File: src/rtl/freq_shed_pkg.sv
package freq_shed_pkg;

  typedef enum logic [1:0] {
    SHED_NONE = 2'd0,
    SHED_33   = 2'd1,
    SHED_66   = 2'd2,
    SHED_ALL  = 2'd3
  } shed_e;

  localparam int NBANDS = 3;

  // Largest half-period count h with h * (2*nom + k) < s.
  function automatic int over_limit(input int s, input int nom, input int k);
    return (s - 1) / (2 * nom + k);
  endfunction

  // Smallest half-period count h with h * (2*nom - k) > s.
  function automatic int under_limit(input int s, input int nom, input int k);
    return s / (2 * nom - k) + 1;
  endfunction

endpackage

File: src/rtl/freq_zc_detect.sv
module freq_zc_detect (
  input  logic clk,
  input  logic rst_n,
  input  logic tick,
  input  logic sign_in,
  output logic xing
);

  logic prev_q, prev_d;
  logic pol_q, pol_d;

  // A crossing needs the new polarity on this sample and on the one before.
  assign xing = tick && (sign_in != pol_q) && (prev_q == sign_in);

  always_comb begin
    prev_d = prev_q;
    pol_d  = pol_q;
    if (tick) begin
      prev_d = sign_in;
      if (xing) pol_d = sign_in;
    end
  end

  always_ff @(posedge clk or negedge rst_n) begin
    if (!rst_n) begin
      prev_q <= 1'b0;
      pol_q  <= 1'b0;
    end else begin
      prev_q <= prev_d;
      pol_q  <= pol_d;
    end
  end

endmodule

File: src/rtl/freq_interval.sv
module freq_interval #(
  parameter int HALF_W = 10
) (
  input  logic              clk,
  input  logic              rst_n,
  input  logic              tick,
  input  logic              xing,
  output logic [HALF_W-1:0] half_q,
  output logic              valid_q
);

  localparam logic [HALF_W-1:0] CNT_MAX = '1;

  logic [HALF_W-1:0] cnt_q, cnt_d, half_d, cnt_inc;
  logic              seen_q, seen_d, valid_d;

  assign cnt_inc = (cnt_q == CNT_MAX) ? CNT_MAX : cnt_q + 1'b1;

  always_comb begin
    cnt_d   = cnt_q;
    half_d  = half_q;
    seen_d  = seen_q;
    valid_d = valid_q;
    if (tick) begin
      if (xing) begin
        half_d  = cnt_inc;
        cnt_d   = '0;
        seen_d  = 1'b1;
        valid_d = valid_q | seen_q;
      end else begin
        cnt_d = cnt_inc;
      end
    end
  end

  always_ff @(posedge clk or negedge rst_n) begin
    if (!rst_n) begin
      cnt_q   <= '0;
      half_q  <= '0;
      seen_q  <= 1'b0;
      valid_q <= 1'b0;
    end else begin
      cnt_q   <= cnt_d;
      half_q  <= half_d;
      seen_q  <= seen_d;
      valid_q <= valid_d;
    end
  end

endmodule

File: src/rtl/freq_band_class.sv
module freq_band_class
  import freq_shed_pkg::*;
#(
  parameter int HALF_W    = 10,
  parameter int SAMPLE_HZ = 20000,
  parameter int NOM_HZ    = 50
) (
  input  logic [HALF_W-1:0] half,
  input  logic              valid,
  output shed_e             band,
  output logic              over
);

  logic [NBANDS:1] ov_hit;
  logic [NBANDS:1] un_hit;

  for (genvar k = 1; k <= NBANDS; k++) begin : g_lim
    localparam int OL = over_limit(SAMPLE_HZ, NOM_HZ, k);
    localparam int UL = under_limit(SAMPLE_HZ, NOM_HZ, k);
    assign ov_hit[k] = valid && (half <= HALF_W'(OL));
    assign un_hit[k] = valid && (half >= HALF_W'(UL));
  end

  always_comb begin
    band = SHED_NONE;
    over = 1'b0;
    for (int k = 1; k <= NBANDS; k++) begin
      if (ov_hit[k]) begin
        band = shed_e'(2'(k));
        over = 1'b1;
      end else if (un_hit[k]) begin
        band = shed_e'(2'(k));
        over = 1'b0;
      end
    end
  end

endmodule

File: src/rtl/freq_persist.sv
module freq_persist
  import freq_shed_pkg::*;
#(
  parameter int QUAL_TICKS = 1000
) (
  input  logic       clk,
  input  logic       rst_n,
  input  logic       tick,
  input  shed_e      band,
  input  logic       over,
  output logic [1:0] level,
  output logic       level_over
);

  localparam int TW = $clog2(QUAL_TICKS + 1);
  localparam logic [TW-1:0] QUAL = TW'(QUAL_TICKS);

  logic [TW-1:0] timer_q, timer_d;
  logic          dir_q, dir_d;
  logic          qualified;

  always_comb begin
    timer_d = timer_q;
    dir_d   = dir_q;
    if (band == SHED_NONE) begin
      timer_d = '0;
    end else if (over != dir_q) begin
      timer_d = '0;
      dir_d   = over;
    end else if (tick && (timer_q != QUAL)) begin
      timer_d = timer_q + 1'b1;
    end
  end

  assign qualified  = (band != SHED_NONE) && (over == dir_q) && (timer_q == QUAL);
  assign level      = qualified ? band : SHED_NONE;
  assign level_over = qualified && over;

  always_ff @(posedge clk or negedge rst_n) begin
    if (!rst_n) begin
      timer_q <= '0;
      dir_q   <= 1'b0;
    end else begin
      timer_q <= timer_d;
      dir_q   <= dir_d;
    end
  end

endmodule

File: src/rtl/freq_shed_ctrl.sv
module freq_shed_ctrl
  import freq_shed_pkg::*;
#(
  parameter int SAMPLE_HZ  = 20000,
  parameter int NOM_HZ     = 50,
  parameter int QUAL_TICKS = 5 * SAMPLE_HZ,
  parameter int HALF_W     = $clog2(4 * SAMPLE_HZ / (2 * NOM_HZ) + 1)
) (
  input  logic              clk,
  input  logic              rst_n,
  input  logic              sample_tick,
  input  logic              line_sign,
  output logic [1:0]        shed_level,
  output logic              shed_over,
  output logic [HALF_W-1:0] half_period,
  output logic              period_valid
);

  logic [1:0] rst_pipe;
  logic       core_rst_n;
  logic       xing;
  shed_e      band;
  logic       band_over;

  // Reset asserts at once and leaves on a clock edge.
  always_ff @(posedge clk or negedge rst_n) begin
    if (!rst_n) rst_pipe <= 2'b00;
    else        rst_pipe <= {rst_pipe[0], 1'b1};
  end
  assign core_rst_n = rst_pipe[1];

  freq_zc_detect u_zc (
    .clk     (clk),
    .rst_n   (core_rst_n),
    .tick    (sample_tick),
    .sign_in (line_sign),
    .xing    (xing)
  );

  freq_interval #(.HALF_W(HALF_W)) u_iv (
    .clk     (clk),
    .rst_n   (core_rst_n),
    .tick    (sample_tick),
    .xing    (xing),
    .half_q  (half_period),
    .valid_q (period_valid)
  );

  freq_band_class #(.HALF_W(HALF_W), .SAMPLE_HZ(SAMPLE_HZ), .NOM_HZ(NOM_HZ)) u_cls (
    .half  (half_period),
    .valid (period_valid),
    .band  (band),
    .over  (band_over)
  );

  freq_persist #(.QUAL_TICKS(QUAL_TICKS)) u_per (
    .clk        (clk),
    .rst_n      (core_rst_n),
    .tick       (sample_tick),
    .band       (band),
    .over       (band_over),
    .level      (shed_level),
    .level_over (shed_over)
  );

endmodule

File: config.mk
export PLATFORM = sky130hd
export DESIGN_NAME = freq_shed_ctrl
export DESIGN_NICKNAME = d
export VERILOG_FILES = /design/src/rtl/freq_shed_pkg.sv /design/src/rtl/freq_zc_detect.sv /design/src/rtl/freq_interval.sv /design/src/rtl/freq_band_class.sv /design/src/rtl/freq_persist.sv /design/src/rtl/freq_shed_ctrl.sv
export SDC_FILE = /design/constraint.sdc
export NUM_CORES = 1
export LEC_CHECK = 0
export BUFFER_PORTS_ARGS = -buffer_cell sky130_fd_sc_hd__buf_2
export CELL_PAD_IN_SITES_DETAIL_PLACEMENT = 1
export CELL_PAD_IN_SITES_GLOBAL_PLACEMENT = 1
export CORE_ASPECT_RATIO = 0.8
export CORE_UTILIZATION = 42
export CTS_CLUSTER_DIAMETER = 30
export DETAILED_ROUTE_END_ITERATION = 12
export PLACE_DENSITY_LB_ADDON = 0.1
export SLEW_MARGIN = 20
export SYNTH_ARGS = -nofsm -noshare
export SYNTH_HDL_FRONTEND = slang
export SYNTH_SLANG_ARGS = --single-unit
File: constraint.sdc
create_clock -name clk -period 1.7 [get_ports clk]
set_clock_uncertainty 0.1 [all_clocks]
set_input_delay 0.085 -clock clk [delete_from_list [all_inputs] [get_ports clk]]
set_output_delay 0.085 -clock clk [all_outputs]
set_load 0.02 [all_outputs]
-- Word level (Yosys, flattened, before mapping)
Index checks and enable logic that the tools add are counted.
- add/subtract/negate cells: 2
- $lt $le $gt $ge: 6
- equality and inequality tests: 7
- muxes and demuxes: 17
- bitwise logic cells: 2
- reductions and logical operators: 17
- operator list (kind ; number):
    2-to-1 mux 17 bit ; 3
    >= comparator 10 x 8 -> 1 bit, second input constant ; 3
    less-or-equal comparator 10 x 8 -> 1 bit, second input constant ; 3
    2-to-1 mux 10 bit ; 2
    adder 17 x 1 -> 17 bit, second input constant ; 1
    == test 17 bit, second input constant ; 1
    inequality test 17 bit, second input constant ; 1
    logical AND 1 bit ; 12
    2-to-1 mux 2 bit ; 6
    adder 10 x 1 -> 10 bit, second input constant ; 1
    == test 10 bit, second input constant ; 1
    2-to-1 mux 1 bit ; 6
    AND reduction 2 bit ; 2
    nonzero test 3 bit ; 1
    == test 1 bit ; 2
    logical NOT 2 bit ; 1
    inequality test 1 bit ; 2
    nonzero test 2 bit ; 1
    inverter 1 bit ; 1
    OR 1 bit ; 1
- bits in registers: 44
- input port bits: 4

-- Logic depth before layout (Yosys ltp)
- depth after elaboration: 12
- gate-level depth with buffers: 6

-- Hierarchy
Synthesis repeated with hierarchy kept, for this count alone.
- cells, all modules: 244
- area, all modules: 2392.3 µm²
- by module, submodules not included (module ; times used ; cells each ; area each (µm²) ; sequential area each (µm²)):
    freq_interval ; 1 ; 112 ; 1119.8 ; 550.5
    freq_persist ; 1 ; 103 ; 984.7 ; 450.4
    freq_band_class ; 1 ; 17 ; 125.1 ; 0.0
    freq_zc_detect ; 1 ; 9 ; 108.9 ; 50.0
    freq_shed_ctrl ; 1 ; 3 ; 53.8 ; 50.0

-- Worst setup path before layout
Ideal clock, no wire load.
- path type: flip-flop to output port
- from: reg u_iv.half_q[8]
- to: out shed_level[1]
- arrival: 1974 ps
- slack: -459 ps
- stages on the path, launching flop included: 5
- buffers on the path: 0
- cells stage by stage: dfrtp_1 -> nand4bb_1 -> a2111oi_2 -> o31ai_2 -> a211oi_1
- cells in the longest elaborated chain, start to end: 12
- elaborated cells between the ends (all ways): 28
- ends and longest elaborated chain (element ; line ; RTL):
    from (decl) ; freq_interval.sv:8 ; output logic [HALF_W-1:0] half_q,
    from (signal assigned) ; freq_interval.sv:44 ; half_q <= half_d;
    >= comparator 10 x 8 -> 1 bit ; freq_band_class.sv:21 ; assign un_hit[k] = valid && (half >= HALF_W'(UL));
    logical AND 1 bit ; freq_band_class.sv:21 ;
    2-to-1 mux 1 bit ; freq_band_class.sv:31 ; end else if (un_hit[k]) begin
    2-to-1 mux 2 bit ; freq_band_class.sv:28 ; if (ov_hit[k]) begin
    2-to-1 mux 2 bit ; freq_band_class.sv:31 ;
    2-to-1 mux 2 bit ; freq_band_class.sv:28 ;
    2-to-1 mux 2 bit ; freq_band_class.sv:31 ;
    2-to-1 mux 2 bit ; freq_band_class.sv:28 ;
    nonzero test 2 bit ; freq_persist.sv:35 ; assign qualified = (band != SHED_NONE) && (over == dir_q) && (timer_q == QUAL);
    logical AND 1 bit (2 in a row) ; freq_persist.sv:35 ;
    2-to-1 mux 2 bit * ; freq_persist.sv:36 ; assign level = qualified ? band : SHED_NONE;
    to (decl) ; freq_shed_ctrl.sv:13 ; output logic [1:0] shed_level,
Every way passes the cells marked *; elsewhere a longest branch is shown, timed or not.

-- Worst setup path after layout
- from: reg u_per.timer_q[12]
- to: out shed_level[0]
- cells in the longest elaborated chain, start to end: 3
- ends and longest elaborated chain (element ; line ; RTL):
    from (decl) ; freq_persist.sv:18 ; logic [TW-1:0] timer_q, timer_d;
    from (signal assigned) ; freq_persist.sv:44 ; timer_q <= timer_d;
    == test 17 bit ; freq_persist.sv:35 ;
    logical AND 1 bit ; freq_persist.sv:35 ;
    2-to-1 mux 2 bit ; freq_persist.sv:36 ;
Every way passes these cells.

==> flow_summary.json <==
{
  "status": "finished, violations left",
  "violations": "setup timing",
  "syn2layout_area_growth_pct": 49.44,
  "drtIter0Drc": 179,
  "routed_wl_um": 8779,
  "remaining_drc_errors": 0,
  "route.met2.wl_um": 4200,
  "power_w": 0.004106,
  "viasPerCell": 5.915,
  "crit_type": "register to primary output",
  "hold_slack_ns": 0.06003,
  "hold_violations": 0,
  "syn-num-nets": 253,
  "crit_path_max_incr_delay_ns": 0.52,
  "seq_power_share_pct": 36.5,
  "clk_pin_slew_ns": 0.09,
  "peakVddDrop_uv": 753.9,
  "p_sw_share_pct": 40.29,
  "coreArea_um2": 5180,
  "synth_edf_count": 0,
  "cts_buffer_depth": 2,
  "rows": 23,
  "cp_data_arrival_time_ns": 2.13,
  "detail-route-antenna-nets": 0,
  "drtPass1Iterations": 4,
  "worst_r2r_startpoint": "u_per.timer_q[12]",
  "cts-root-buf": "clkbuf_8",
  "h-tree-depth": 2,
  "wl_met3_um": 370,
  "highest_layer": "met4",
  "avgSynthCellArea_um2": 9.526,
  "syn_inst": 246,
  "cap_violations": 0,
  "synth_flop_cell": "dfrtp_1",
  "fin_ws_ns": -0.6191,
  "place_hpwl_um": 5069,
  "r2r_setup_slack_ns": -0.43,
  "port_buffers": 17,
  "path_delay_family": "simple AND/OR/NAND/NOR gates",
  "reg2reg_depth": 6,
  "die_area_um2": 5884,
  "grt-ovfl-total": 0,
  "async_flop_share_pct": 100.0,
  "clock_latency_ns": 0.30,
  "maxSlewViolCount": 0,
  "syn_area_um2": 2343,
  "ys_ff_latch": 44,
  "synth_top_area_cell": "dfrtp_1",
  "p_int_w": 0.002451,
  "layout-drive-gt1-share_pct": 46.29,
  "required_ns": 1.51,
  "yosys-top-cells-area": "dfrtp_1 47%, xnor2_1 5.6%, a21oi_1 4.7%",
  "setup.worst_path.end_class": "primary output",
  "grt_usage_pct": 27.98,
  "grt_max_degree": 32,
  "place_area_um2": 2979,
  "die_w_um": 85.52,
  "hp-class": "register to async pin",
  "gp_congestion": 0.8215,
  "wl_met1_um": 3994,
  "initial_core_util_pct": 45.24,
  "detail_route.wl_per_cell_um": 22.00,
  "yosysWarnings": 0,
  "io_pins": 18,
  "yosysUniqueCellTypes": 50,
  "period_minus_slack_ns": 2.319,
  "setup_viol": 24,
  "ys_seq_area_share_pct": 46.98,
  "place_ws_ns": -0.3733,
  "grt_antenna_before_repair": 0,
  "switchingPower_w": 0.001654,
  "cts_num_sinks": 44,
  "cts_tree": "built",
  "grt_first_pass_wirelength_um": 12190,
  "fin_area_um2": 3502,
  "worst_pin_slew_ns": 0.5129,
  "die_h_um": 68.81,
  "fmax_mhz": 431.2,
  "critPathMaxFanout": 3,
  "rsz0062_at_grt": "true",
  "synth_top_area_share_pct": 46.98,
  "period_share_pct": 136.4,
  "power_frac_comb_pct": 46.3,
  "placed_cells": 371,
  "cp_cell_sequence": "or4b_4 > nor4_4 > nand2_1 > buf_6 > a211oi_4 > buf_6",
  "critical_path_buf_inv_count": 2,
  "cp_common_cell": "buf_6",
  "num_vias": 2360,
  "timing.rr.end": "u_per.timer_q[1]",
  "num_antenna_cells": 0,
  "cts_buffers": 5,
  "grt_pass1_vias": 2323,
  "crit_slowest_cell": "or4b_4",
  "clock_power_share_pct": 17.2,
  "p_leak_nw": 1.494,
  "worstSetupStartpointType": "register",
  "slew_headroom_pct": 65.54,
  "finalNetCount": 343,
  "powerDensity_nw_per_um2": 1172,
  "stdcell_count": 399
}
-- cell usage in the layout, fill, tap and decap left out, drive strengths merged, types with 3 or more instances in the layout --
master,synthesis,final
nand2b,4,4
nand4,11,11
ha,3,3
o22ai,3,3
inv,9,9
xnor2,15,15
dlygate4sd3,0,3
dfrtp,44,44
a211oi,3,3
clkbuf,6,6
xor2,5,5
nand2,19,19
nor3,7,7
and4,3,3
buf,2,88
nand3,6,6
a21oi,22,22
nor4,8,8
nor2,27,27
a31o,4,4
o21ai,11,11
-- worst max path at each step --
stage	startpoint	to	slack, ns	cells after the start
final	u_per.timer_q[12]	shed_level[0]	-0.62	6
after floorplan	u_per.timer_q[4]	shed_level[0]	-0.22	4
after CTS	u_per.timer_q[8]	shed_level[0]	-0.56	6
after global placement	u_per.timer_q[8]	shed_level[0]	-0.29	5
after global routing	u_per.timer_q[13]	shed_level[1]	-0.68	6
after detailed placement	u_per.timer_q[8]	shed_level[0]	-0.37	5
-- routing by layer --
metal	vias up	GRT usage (%)
li1	1077	-
met1	1178	37.97
met2	83	47.30
met3	22	4.643
met4	0	7.292
met5	-	0
-- repair_timing --
item | CTS | global route
setup endpoints to repair | 20 | 35
hold endpoints to repair | 4 | 0
hold buffers | 3 | 0
gates resized for setup | 33 | 27
buffers inserted | 7 | 10
gates cloned | 2 | 0
pin swaps | 5 | 14
-- cells in the mapped netlist, drive strengths merged (3+ instances only) --
cell and number:
a211oi 3, a21oi 22, a31o 4, and4 3, clkbuf 6, dfrtp 44
ha 3, inv 9, nand2 19, nand2b 4, nand3 6, nand4 11
nor2 27, nor3 7, nor4 8, o21ai 11, o22ai 3, xnor2 15
xor2 5
-- registers in the layout, summed over array words and instances (netlist names) --
signal and flops:
rst_pipe 2, u_iv.cnt_q 10, u_iv.half_q 10, u_iv.seen_q 1, u_iv.valid_q 1, u_per.dir_q 1
u_per.timer_q 17, u_zc.pol_q 1, u_zc.prev_q 1
-- power by group through the flow --
stage          logic [W]  registers, W  clock network [W]
2_1_floorplan   0.000720       0.00153                  0
3_3_place_gp     0.00132       0.00143                  0
3_5_place_dp     0.00137       0.00144                  0
4_1_cts          0.00176       0.00146           0.000697
5_1_grt          0.00203       0.00151           0.000754
6_report         0.00190       0.00150           0.000705
-- per-stage QoR --
stage	setup TNS, ns	util (%)
floorplan	-1.712	-
global placement	-2.509	57.51
detailed placement	-3.305	57.51
CTS	-5.701	64.49
global route	-8.581	67.61
finish	-6.935	67.61
-- layout make-up --
| cell class | count | area (um2) |
|---|---|---|
| fill | 566 | 1678 |
| multi-input combinational | 185 | 1435 |
| sequential | 44 | 1111 |
| timing repair buffer | 91 | 752.0 |
| clock buffer | 6 | 82.58 |
| tap | 62 | 77.57 |
| inverter | 9 | 33.78 |
| clock inverter | 2 | 10.01 |
-- kinds of logic after synthesis --
| family | after synthesis | share of synthesized area [%] |
|---|---|---|
| flip-flops | 44 | 46.98 |
| multiplexers | 3 | 1.335 |
| AO/OA/AOI/OAI | 56 | 16.07 |
| XOR/XNOR | 20 | 7.475 |
| other | 1 | 0.1600 |
| buffers and inverters | 17 | 2.830 |
| adder cells (fa/ha/maj) | 3 | 1.602 |
| AND/OR/NAND/NOR | 102 | 23.55 |
Power figures use the tool's default switching activity.
